$ cat src/rtl/pgm_link_pkg.sv
package pgm_link_pkg;
  localparam int LINK_BYTE_W = 8;

  // Instruction codes; bit 1 set selects the address register.
  typedef enum logic [1:0] {
    OP_DRD = 2'b00,
    OP_DWR = 2'b01,
    OP_ARD = 2'b10,
    OP_AWR = 2'b11
  } link_op_e;

  typedef enum logic [3:0] {
    FLD_IDLE,
    FLD_START,
    FLD_INS,
    FLD_LEN,
    FLD_TX,
    FLD_RX,
    FLD_WAIT,
    FLD_STOP,
    FLD_RST
  } link_fld_e;
endpackage

$ cat src/rtl/pgm_link_sync.sv
module pgm_link_sync #(
  parameter int STAGES = 2
) (
  input  logic clk,
  input  logic rst_n,
  input  logic d,
  output logic q
);
  logic [STAGES-1:0] pipe_q;

  generate
    if (STAGES == 1) begin : g_one
      always_ff @(posedge clk or negedge rst_n) begin
        if (!rst_n) pipe_q <= '0;
        else        pipe_q <= d;
      end
    end else begin : g_many
      always_ff @(posedge clk or negedge rst_n) begin
        if (!rst_n) pipe_q <= '0;
        else        pipe_q <= {pipe_q[STAGES-2:0], d};
      end
    end
  endgenerate

  assign q = pipe_q[STAGES-1];
endmodule

$ cat src/rtl/pgm_link_tick.sv
module pgm_link_tick #(
  parameter int HALF_CYC = 4
) (
  input  logic clk,
  input  logic rst_n,
  input  logic run,
  output logic tick
);
  localparam int CW = (HALF_CYC > 1) ? $clog2(HALF_CYC) : 1;

  logic [CW-1:0] cnt_q, cnt_d;
  logic          at_end;

  assign at_end = (cnt_q == CW'(HALF_CYC - 1));

  always_comb begin
    cnt_d = cnt_q;
    if (!run || at_end) cnt_d = '0;
    else                cnt_d = cnt_q + 1'b1;
  end

  always_ff @(posedge clk or negedge rst_n) begin
    if (!rst_n) cnt_q <= '0;
    else        cnt_q <= cnt_d;
  end

  assign tick = run & at_end;
endmodule

$ cat src/rtl/pgm_link_seq.sv
module pgm_link_seq
  import pgm_link_pkg::*;
#(
  parameter int WAIT_LIMIT = 20,
  parameter int RST_TICKS  = 25
) (
  input  logic                   clk,
  input  logic                   rst_n,
  input  logic                   en,
  input  logic                   req_valid,
  input  logic [1:0]             req_op,
  input  logic [LINK_BYTE_W-1:0] req_byte,
  input  logic                   rst_req,
  input  logic                   tick,
  input  logic                   din,
  output logic                   busy,
  output logic                   phase_lo,
  output logic                   drive,
  output logic                   drive_val,
  output logic                   done,
  output logic                   err,
  output logic [LINK_BYTE_W-1:0] rd_byte,
  output logic                   rst_active
);
  localparam int CMAX = (WAIT_LIMIT > RST_TICKS) ? WAIT_LIMIT : RST_TICKS;
  localparam int CW   = $clog2(CMAX + 1);
  localparam int BW   = $clog2(LINK_BYTE_W);

  link_fld_e              fld_q, fld_d;
  link_op_e               op_q, op_d;
  logic                   ph_q, ph_d;
  logic [BW-1:0]          bit_q, bit_d;
  logic [CW-1:0]          cnt_q, cnt_d;
  logic [LINK_BYTE_W-1:0] sh_q, sh_d, rd_q, rd_d;
  logic                   done_q, done_d, err_q, err_d;
  logic [1:0]             op_bits;
  logic                   last_bit;

  assign op_bits  = op_q;
  assign last_bit = (bit_q == BW'(LINK_BYTE_W - 1));

  always_comb begin
    fld_d  = fld_q;  op_d   = op_q;  ph_d  = ph_q;  bit_d = bit_q;
    cnt_d  = cnt_q;  sh_d   = sh_q;  rd_d  = rd_q;  err_d = err_q;
    done_d = 1'b0;
    case (fld_q)
      FLD_IDLE: begin
        if (en && rst_req) begin
          fld_d = FLD_RST;  ph_d = 1'b1;  cnt_d = '0;
        end else if (en && req_valid) begin
          fld_d = FLD_START;  ph_d = 1'b1;  bit_d = '0;
          op_d  = link_op_e'(req_op);  sh_d = req_byte;
        end
      end
      FLD_RST: begin
        if (tick) begin
          if (cnt_q == CW'(RST_TICKS - 1)) begin
            fld_d = FLD_IDLE;  ph_d = 1'b0;  done_d = 1'b1;  err_d = 1'b0;
          end else begin
            cnt_d = cnt_q + 1'b1;
          end
        end
      end
      default: begin
        if (tick && ph_q) begin
          ph_d = 1'b0;                      // rising edge of the strobe
        end else if (tick) begin
          ph_d = 1'b1;                      // strobe over, next one starts
          case (fld_q)
            FLD_START: begin
              fld_d = FLD_INS;  bit_d = '0;
            end
            FLD_INS: begin
              if (bit_q[0]) begin
                bit_d = '0;
                if (op_bits[1]) fld_d = op_bits[0] ? FLD_TX : FLD_RX;
                else            fld_d = FLD_LEN;
              end else begin
                bit_d = 1;
              end
            end
            FLD_LEN: begin
              if (bit_q[0]) begin
                bit_d = '0;  cnt_d = '0;
                fld_d = (op_q == OP_DWR) ? FLD_TX : FLD_WAIT;
              end else begin
                bit_d = 1;
              end
            end
            FLD_TX: begin
              sh_d  = sh_q >> 1;
              bit_d = bit_q + 1'b1;
              if (last_bit) begin
                cnt_d = '0;
                fld_d = (op_q == OP_DWR) ? FLD_WAIT : FLD_STOP;
              end
            end
            FLD_RX: begin
              sh_d  = {din, sh_q[LINK_BYTE_W-1:1]};
              bit_d = bit_q + 1'b1;
              if (last_bit) fld_d = FLD_STOP;
            end
            FLD_WAIT: begin
              if (din) begin
                bit_d = '0;
                fld_d = (op_q == OP_DWR) ? FLD_STOP : FLD_RX;
              end else if (cnt_q == CW'(WAIT_LIMIT - 1)) begin
                fld_d = FLD_IDLE;  ph_d = 1'b0;  done_d = 1'b1;  err_d = 1'b1;
              end else begin
                cnt_d = cnt_q + 1'b1;
              end
            end
            FLD_STOP: begin
              fld_d = FLD_IDLE;  ph_d = 1'b0;  done_d = 1'b1;  err_d = 1'b0;
              if (!op_bits[0]) rd_d = sh_q;
            end
            default: begin
              fld_d = FLD_IDLE;  ph_d = 1'b0;
            end
          endcase
        end
      end
    endcase
  end

  always_ff @(posedge clk or negedge rst_n) begin
    if (!rst_n) begin
      fld_q  <= FLD_IDLE;  op_q  <= OP_DRD;  ph_q   <= 1'b0;  bit_q <= '0;
      cnt_q  <= '0;        sh_q  <= '0;      rd_q   <= '0;
      done_q <= 1'b0;      err_q <= 1'b0;
    end else begin
      fld_q  <= fld_d;     op_q  <= op_d;    ph_q   <= ph_d;   bit_q <= bit_d;
      cnt_q  <= cnt_d;     sh_q  <= sh_d;    rd_q   <= rd_d;
      done_q <= done_d;    err_q <= err_d;
    end
  end

  always_comb begin
    drive     = 1'b0;
    drive_val = 1'b0;
    case (fld_q)
      FLD_INS: begin drive = 1'b1; drive_val = op_bits[bit_q[0]]; end
      FLD_LEN: begin drive = 1'b1; drive_val = 1'b0; end
      FLD_TX:  begin drive = 1'b1; drive_val = sh_q[0]; end
      default: ;
    endcase
  end

  assign busy       = (fld_q != FLD_IDLE);
  assign rst_active = (fld_q == FLD_RST);
  assign phase_lo   = ph_q;
  assign done       = done_q;
  assign err        = err_q;
  assign rd_byte    = rd_q;
endmodule

$ cat src/rtl/pgm_link_master.sv
module pgm_link_master
  import pgm_link_pkg::*;
#(
  parameter int HALF_CYC    = 4,
  parameter int WAIT_LIMIT  = 20,
  parameter int RST_TICKS   = 25,
  parameter int SYNC_STAGES = 2
) (
  input  logic                   clk,
  input  logic                   rst_n,
  input  logic                   port_en,
  input  logic                   req_valid,
  input  logic [1:0]             req_op,
  input  logic [LINK_BYTE_W-1:0] req_byte,
  input  logic                   rst_req,
  output logic                   busy,
  output logic                   done,
  output logic                   err,
  output logic [LINK_BYTE_W-1:0] rd_byte,
  output logic                   ck_o,
  output logic                   ck_oe,
  output logic                   dat_o,
  output logic                   dat_oe,
  input  logic                   dat_i
);
  logic [1:0] rst_pipe_q;
  logic       srst_n;
  logic       en_q;
  logic       tick, din_s, phase_lo, drive, drive_val, rst_active;

  // asynchronous assertion, synchronous release
  always_ff @(posedge clk or negedge rst_n) begin
    if (!rst_n) rst_pipe_q <= '0;
    else        rst_pipe_q <= {rst_pipe_q[0], 1'b1};
  end
  assign srst_n = rst_pipe_q[1];

  always_ff @(posedge clk or negedge srst_n) begin
    if (!srst_n) en_q <= 1'b0;
    else         en_q <= port_en;
  end

  pgm_link_sync #(.STAGES(SYNC_STAGES)) u_sync (
    .clk(clk), .rst_n(srst_n), .d(dat_i), .q(din_s)
  );

  pgm_link_tick #(.HALF_CYC(HALF_CYC)) u_tick (
    .clk(clk), .rst_n(srst_n), .run(busy), .tick(tick)
  );

  pgm_link_seq #(.WAIT_LIMIT(WAIT_LIMIT), .RST_TICKS(RST_TICKS)) u_seq (
    .clk(clk), .rst_n(srst_n), .en(en_q), .req_valid(req_valid),
    .req_op(req_op), .req_byte(req_byte), .rst_req(rst_req),
    .tick(tick), .din(din_s), .busy(busy), .phase_lo(phase_lo),
    .drive(drive), .drive_val(drive_val), .done(done), .err(err),
    .rd_byte(rd_byte), .rst_active(rst_active)
  );

  assign ck_o   = ~phase_lo;
  assign ck_oe  = en_q;
  assign dat_oe = en_q & drive;
  assign dat_o  = drive & drive_val;
endmodule

$ cat config.mk
export PLATFORM = sky130hd
export DESIGN_NAME = pgm_link_master
export DESIGN_NICKNAME = d
export VERILOG_FILES = /design/src/rtl/pgm_link_pkg.sv /design/src/rtl/pgm_link_sync.sv /design/src/rtl/pgm_link_tick.sv /design/src/rtl/pgm_link_seq.sv /design/src/rtl/pgm_link_master.sv
export SDC_FILE = /design/constraint.sdc
export NUM_CORES = 1
export LEC_CHECK = 0
export BUFFER_PORTS_ARGS = -buffer_cell sky130_fd_sc_hd__buf_2
export CAP_MARGIN = 5
export CORE_UTILIZATION = 51
export DETAILED_ROUTE_END_ITERATION = 10
export GPL_ROUTABILITY_DRIVEN = 1
export PLACE_DENSITY = 0.8
export SLEW_MARGIN = 10
export SYNTH_ARGS = -nofsm -noshare
export SYNTH_HDL_FRONTEND = slang
export SYNTH_SLANG_ARGS = --single-unit
export TNS_END_PERCENT = 20
$ cat constraint.sdc
create_clock -name clk -period 1.8 [get_ports clk]
set_clock_uncertainty 0.2 [all_clocks]
set_input_delay 0.09 -clock clk [delete_from_list [all_inputs] [get_ports clk]]
set_output_delay 0.09 -clock clk [all_outputs]
set_load 0.02 [all_outputs]
==> results by group <==
Status
  • Status: finished, violations left
  • Failing checks: setup timing

Cells and area
  • Most common cell after layout, fill and taps aside: buf_4
  • Layout area overhead: 52.4%
  • Post-route cell area: 3290 um^2
  • Diode count: 0
  • Fin nets: 339
  • Commonest non-fill, non-tap cells in the layout: 59 x buf_4, 37 x dfrtp_1, 29 x buf_2
  • Layout fillers: 214
  • Share of layout cells above drive strength 1: 0.503

Timing
  • RSZ-0062 raised after global routing: true
  • Slew @ Worst Pin: 0.502 ns
  • Part of the cycle the worst path needs: 1.23
  • Final setup violation count: 36
  • Max-slew violations: 0
  • Setup_tns: -8.79 ns
  • Period minus WS final: 2.22 ns
  • Final Hold Fails: 0
  • Hold_ws: 0.0984 ns
  • Worst slew margin: 0.665
  • Fmax achieved: 0.451 GHz
  • Final WS setup: -0.418 ns

Synth
  • Post-Syn Instances: 211
  • Count of synthesis-stage warnings from yosys: 0
  • Mux share of post-synthesis cell area: 0.131
  • Number of flops mapped to enable cells by yosys: 0
  • Main combinational cell family by area after synthesis: simple AND/OR/NAND/NOR gates
  • Post-Synth XOR/XNOR Area: 0
  • Net Count, Synth: 232
  • Synth Area in Simple Gates: 0.176
  • Yosys cell types: 45
  • #FFs+latches synth: 40
  • Synth Area in Adders: 0.0290
  • Top FF cell, synth: dfrtp_1
  • Register area share after synthesis: 0.463
  • Syn Area/Cell: 10.2 um^2
  • Synth Area in Compound Gates: 0.155
  • Mapped Area: 2160 um^2
  • Ys async rst share: 1.00

Pwr
  • Comb power frac: 0.603
  • Psw: 2140 uW
  • P_int: approximately 2900 uW
  • Sw frac: 0.424
  • Clock power frac: 0.116
  • Peak VDD IR: roughly 1100 uV
  • Flop pwr share: 0.281
  • Pwr Density: 1530 nW/um^2
  • Leakage power: 0.00156 uW

Drt
  • Drt pass-1 iters: 5
  • DR vias/cell: slightly above 6
  • WL final: 7450 um
  • Remaining DRCs: 0
  • Drt initial violations: 146
  • Via count: 2268
  • Post-route ant nets: 0
  • Avg WL per Cell: 20.2 um

Clock network
  • Clock slew at reported path FFs: 0.08 ns
  • Clock root cell: clkbuf_8
  • Clk Latency, worst-skew pair: approximately 0.30 ns
  • CTS tree: done
  • H-tree depth: 2
  • Clock buffer depth: 2
  • Inserted Clock Buffers: 5
  • TritonCTS sink count: 40

Floorplanning
  • Chip height: around 67 um
  • Std cell rows: 23
  • Die Area: 4500 um^2
  • I/O pins: 31
  • Total core area: 4030 um^2
  • Starting Density: 0.536
  • Die W: 67.1 um

Global route
  • First-pass GRT wire length: between 10000 and 15000 um
  • Tot GR Track Use: 0.319
  • Vias in the first global route: 2155
  • Initial antenna violation count: 0
  • Largest net degree at the start of global routing: 39
  • GR Overflow Total: 0

Placement
  • HPWL after detailed placement: around 3800 um
  • Placed Area: ~2800 um^2
  • Number of buffers added on ports: 30
  • RePlAce Congestion: 0.852

Critical path
  • Critical Path Fanout Max: 4
  • Crit path DAT: 2.20 ns
  • Crit start category: flip-flop
  • Critical Path RT: 1.78 ns
  • Setup CP Type: reg -> reg
  • CP Capture Type: flip-flop

Worst hold path
  • Tightest Hold Check Type: reg -> async

Run
  • Max-Cap Viols: 0
## Yosys cell counts (3+ instances only)
master	number	share of area
buf_4	3	0.010
mux2_2	18	0.094
mux2i_1	8	0.037
inv_1	11	0.019
o21ai_0	12	0.028
dfrtp_1	40	0.46
nor2b_1	5	0.014
nand2b_1	4	0.012
nor2_1	11	0.019
nor3_1	5	0.012
clkbuf_1	6	0.010
ha_1	5	0.029
o41ai_1	7	0.028
o211ai_1	3	0.010
nand2_1	19	0.033
nor4_1	3	0.0087
a21oi_1	6	0.014
nor3b_1	4	0.014
nand3_1	5	0.012
## metal layers
metal / GRT usage / vias up / routed length, um
met5: 0 / - / 0
met4: 0.138 / 0 / 465
met3: 0.0668 / 47 / 476
met2: 0.575 / 138 / 3790
met1: 0.354 / 1101 / 2710
li1: - / 982 / -
## final cells by class
cell class | instances | area (um^2) | area share
sequential | 40 | 1000 | 0.305
clock buffer | 5 | 68.8 | 0.0209
multi-input combinational | 149 | 1270 | 0.385
inverter | 11 | 41.3 | 0.0125
tap | 50 | 62.6 | 0.0190
timing repair buffer | 111 | 833 | 0.253
clock inverter | 2 | 12.5 | 0.00380
## stage by stage
step,cells,setup slack [ns],util,total power (uW)
2_1_floorplan,211,-0.216,-,2630
3_3_place_gp,339,-0.333,0.694,3570
3_5_place_dp,339,-0.367,0.694,3650
4_1_cts,361,-0.345,0.789,4540
5_1_grt,368,-0.514,0.817,5290
6_report,368,-0.418,0.817,5040
## power groups by stage
stage | clock, uW | combinational, uW | sequential, uW
2_1_floorplan | 0 | 1340 | 1290
3_3_place_gp | 0 | 2220 | 1340
3_5_place_dp | 0 | 2290 | 1360
4_1_cts | 577 | 2600 | 1370
5_1_grt | 627 | 3230 | 1440
6_report | 583 | 3040 | 1420
## worst paths after layout
| kind | slack, ns | endpoint | depth (start not counted) | startpoint |
|---|---|---|---|---|
| max reg2reg | -0.42 | u_seq.fld_q[0] | 6 | u_seq.bit_q[0] |
| min | 0.1 | u_seq.fld_q[1] | 1 | rst_pipe_q[1] |
| max | -0.42 | u_seq.fld_q[0] | 6 | u_seq.bit_q[0] |
| min in group clk | 0.14 | u_seq.fld_q[3] | 4 | rst_req |
| max in group asynchronous | 0.82 | rst_pipe_q[1] | 3 | rst_n |
| min reg2reg | 0.1 | u_seq.fld_q[1] | 1 | rst_pipe_q[1] |
## what timing repair did
action	in CTS	in global routing
gates resized for setup	42	13
hold buffers	14	0
pin swaps	9	3
buffers inserted	1	7
hold endpoints to repair	14	0
endpoints found under the setup margin	35	36
## worst max-delay path: stages (launching register included)
cell and delay (ns):
dfrtp_1 0.41, ha_1 0.21, ha_1 0.19, o41ai_1 0.32, buf_4 0.20, a2111o_1 0.22
mux2_2 0.36
## cells by family after synthesis
group	count (synthesis)
AND/OR/NAND/NOR	69
flip-flops	40
buffers and inverters	22
AO/OA/AOI/OAI	48
adder cells (fa/ha/maj)	5
multiplexers	26
other	1
## registers in the layout, indices dropped and copies added (netlist names)
| register | cells |
|---|---|
| u_seq.fld_q | 4 |
| u_seq.cnt_q | 5 |
| u_seq.rd_byte | 8 |
| u_seq.op_bits | 2 |
| rst_pipe_q | 2 |
| u_tick.cnt_q | 2 |
| u_sync.pipe_q | 2 |
| u_seq.phase_lo | 1 |
| ck_oe | 1 |
| u_seq.err | 1 |
| u_seq.done | 1 |
| u_seq.bit_q | 3 |
| u_seq.sh_q | 8 |
No activity file was read; power rests on OpenSTA's default activity.
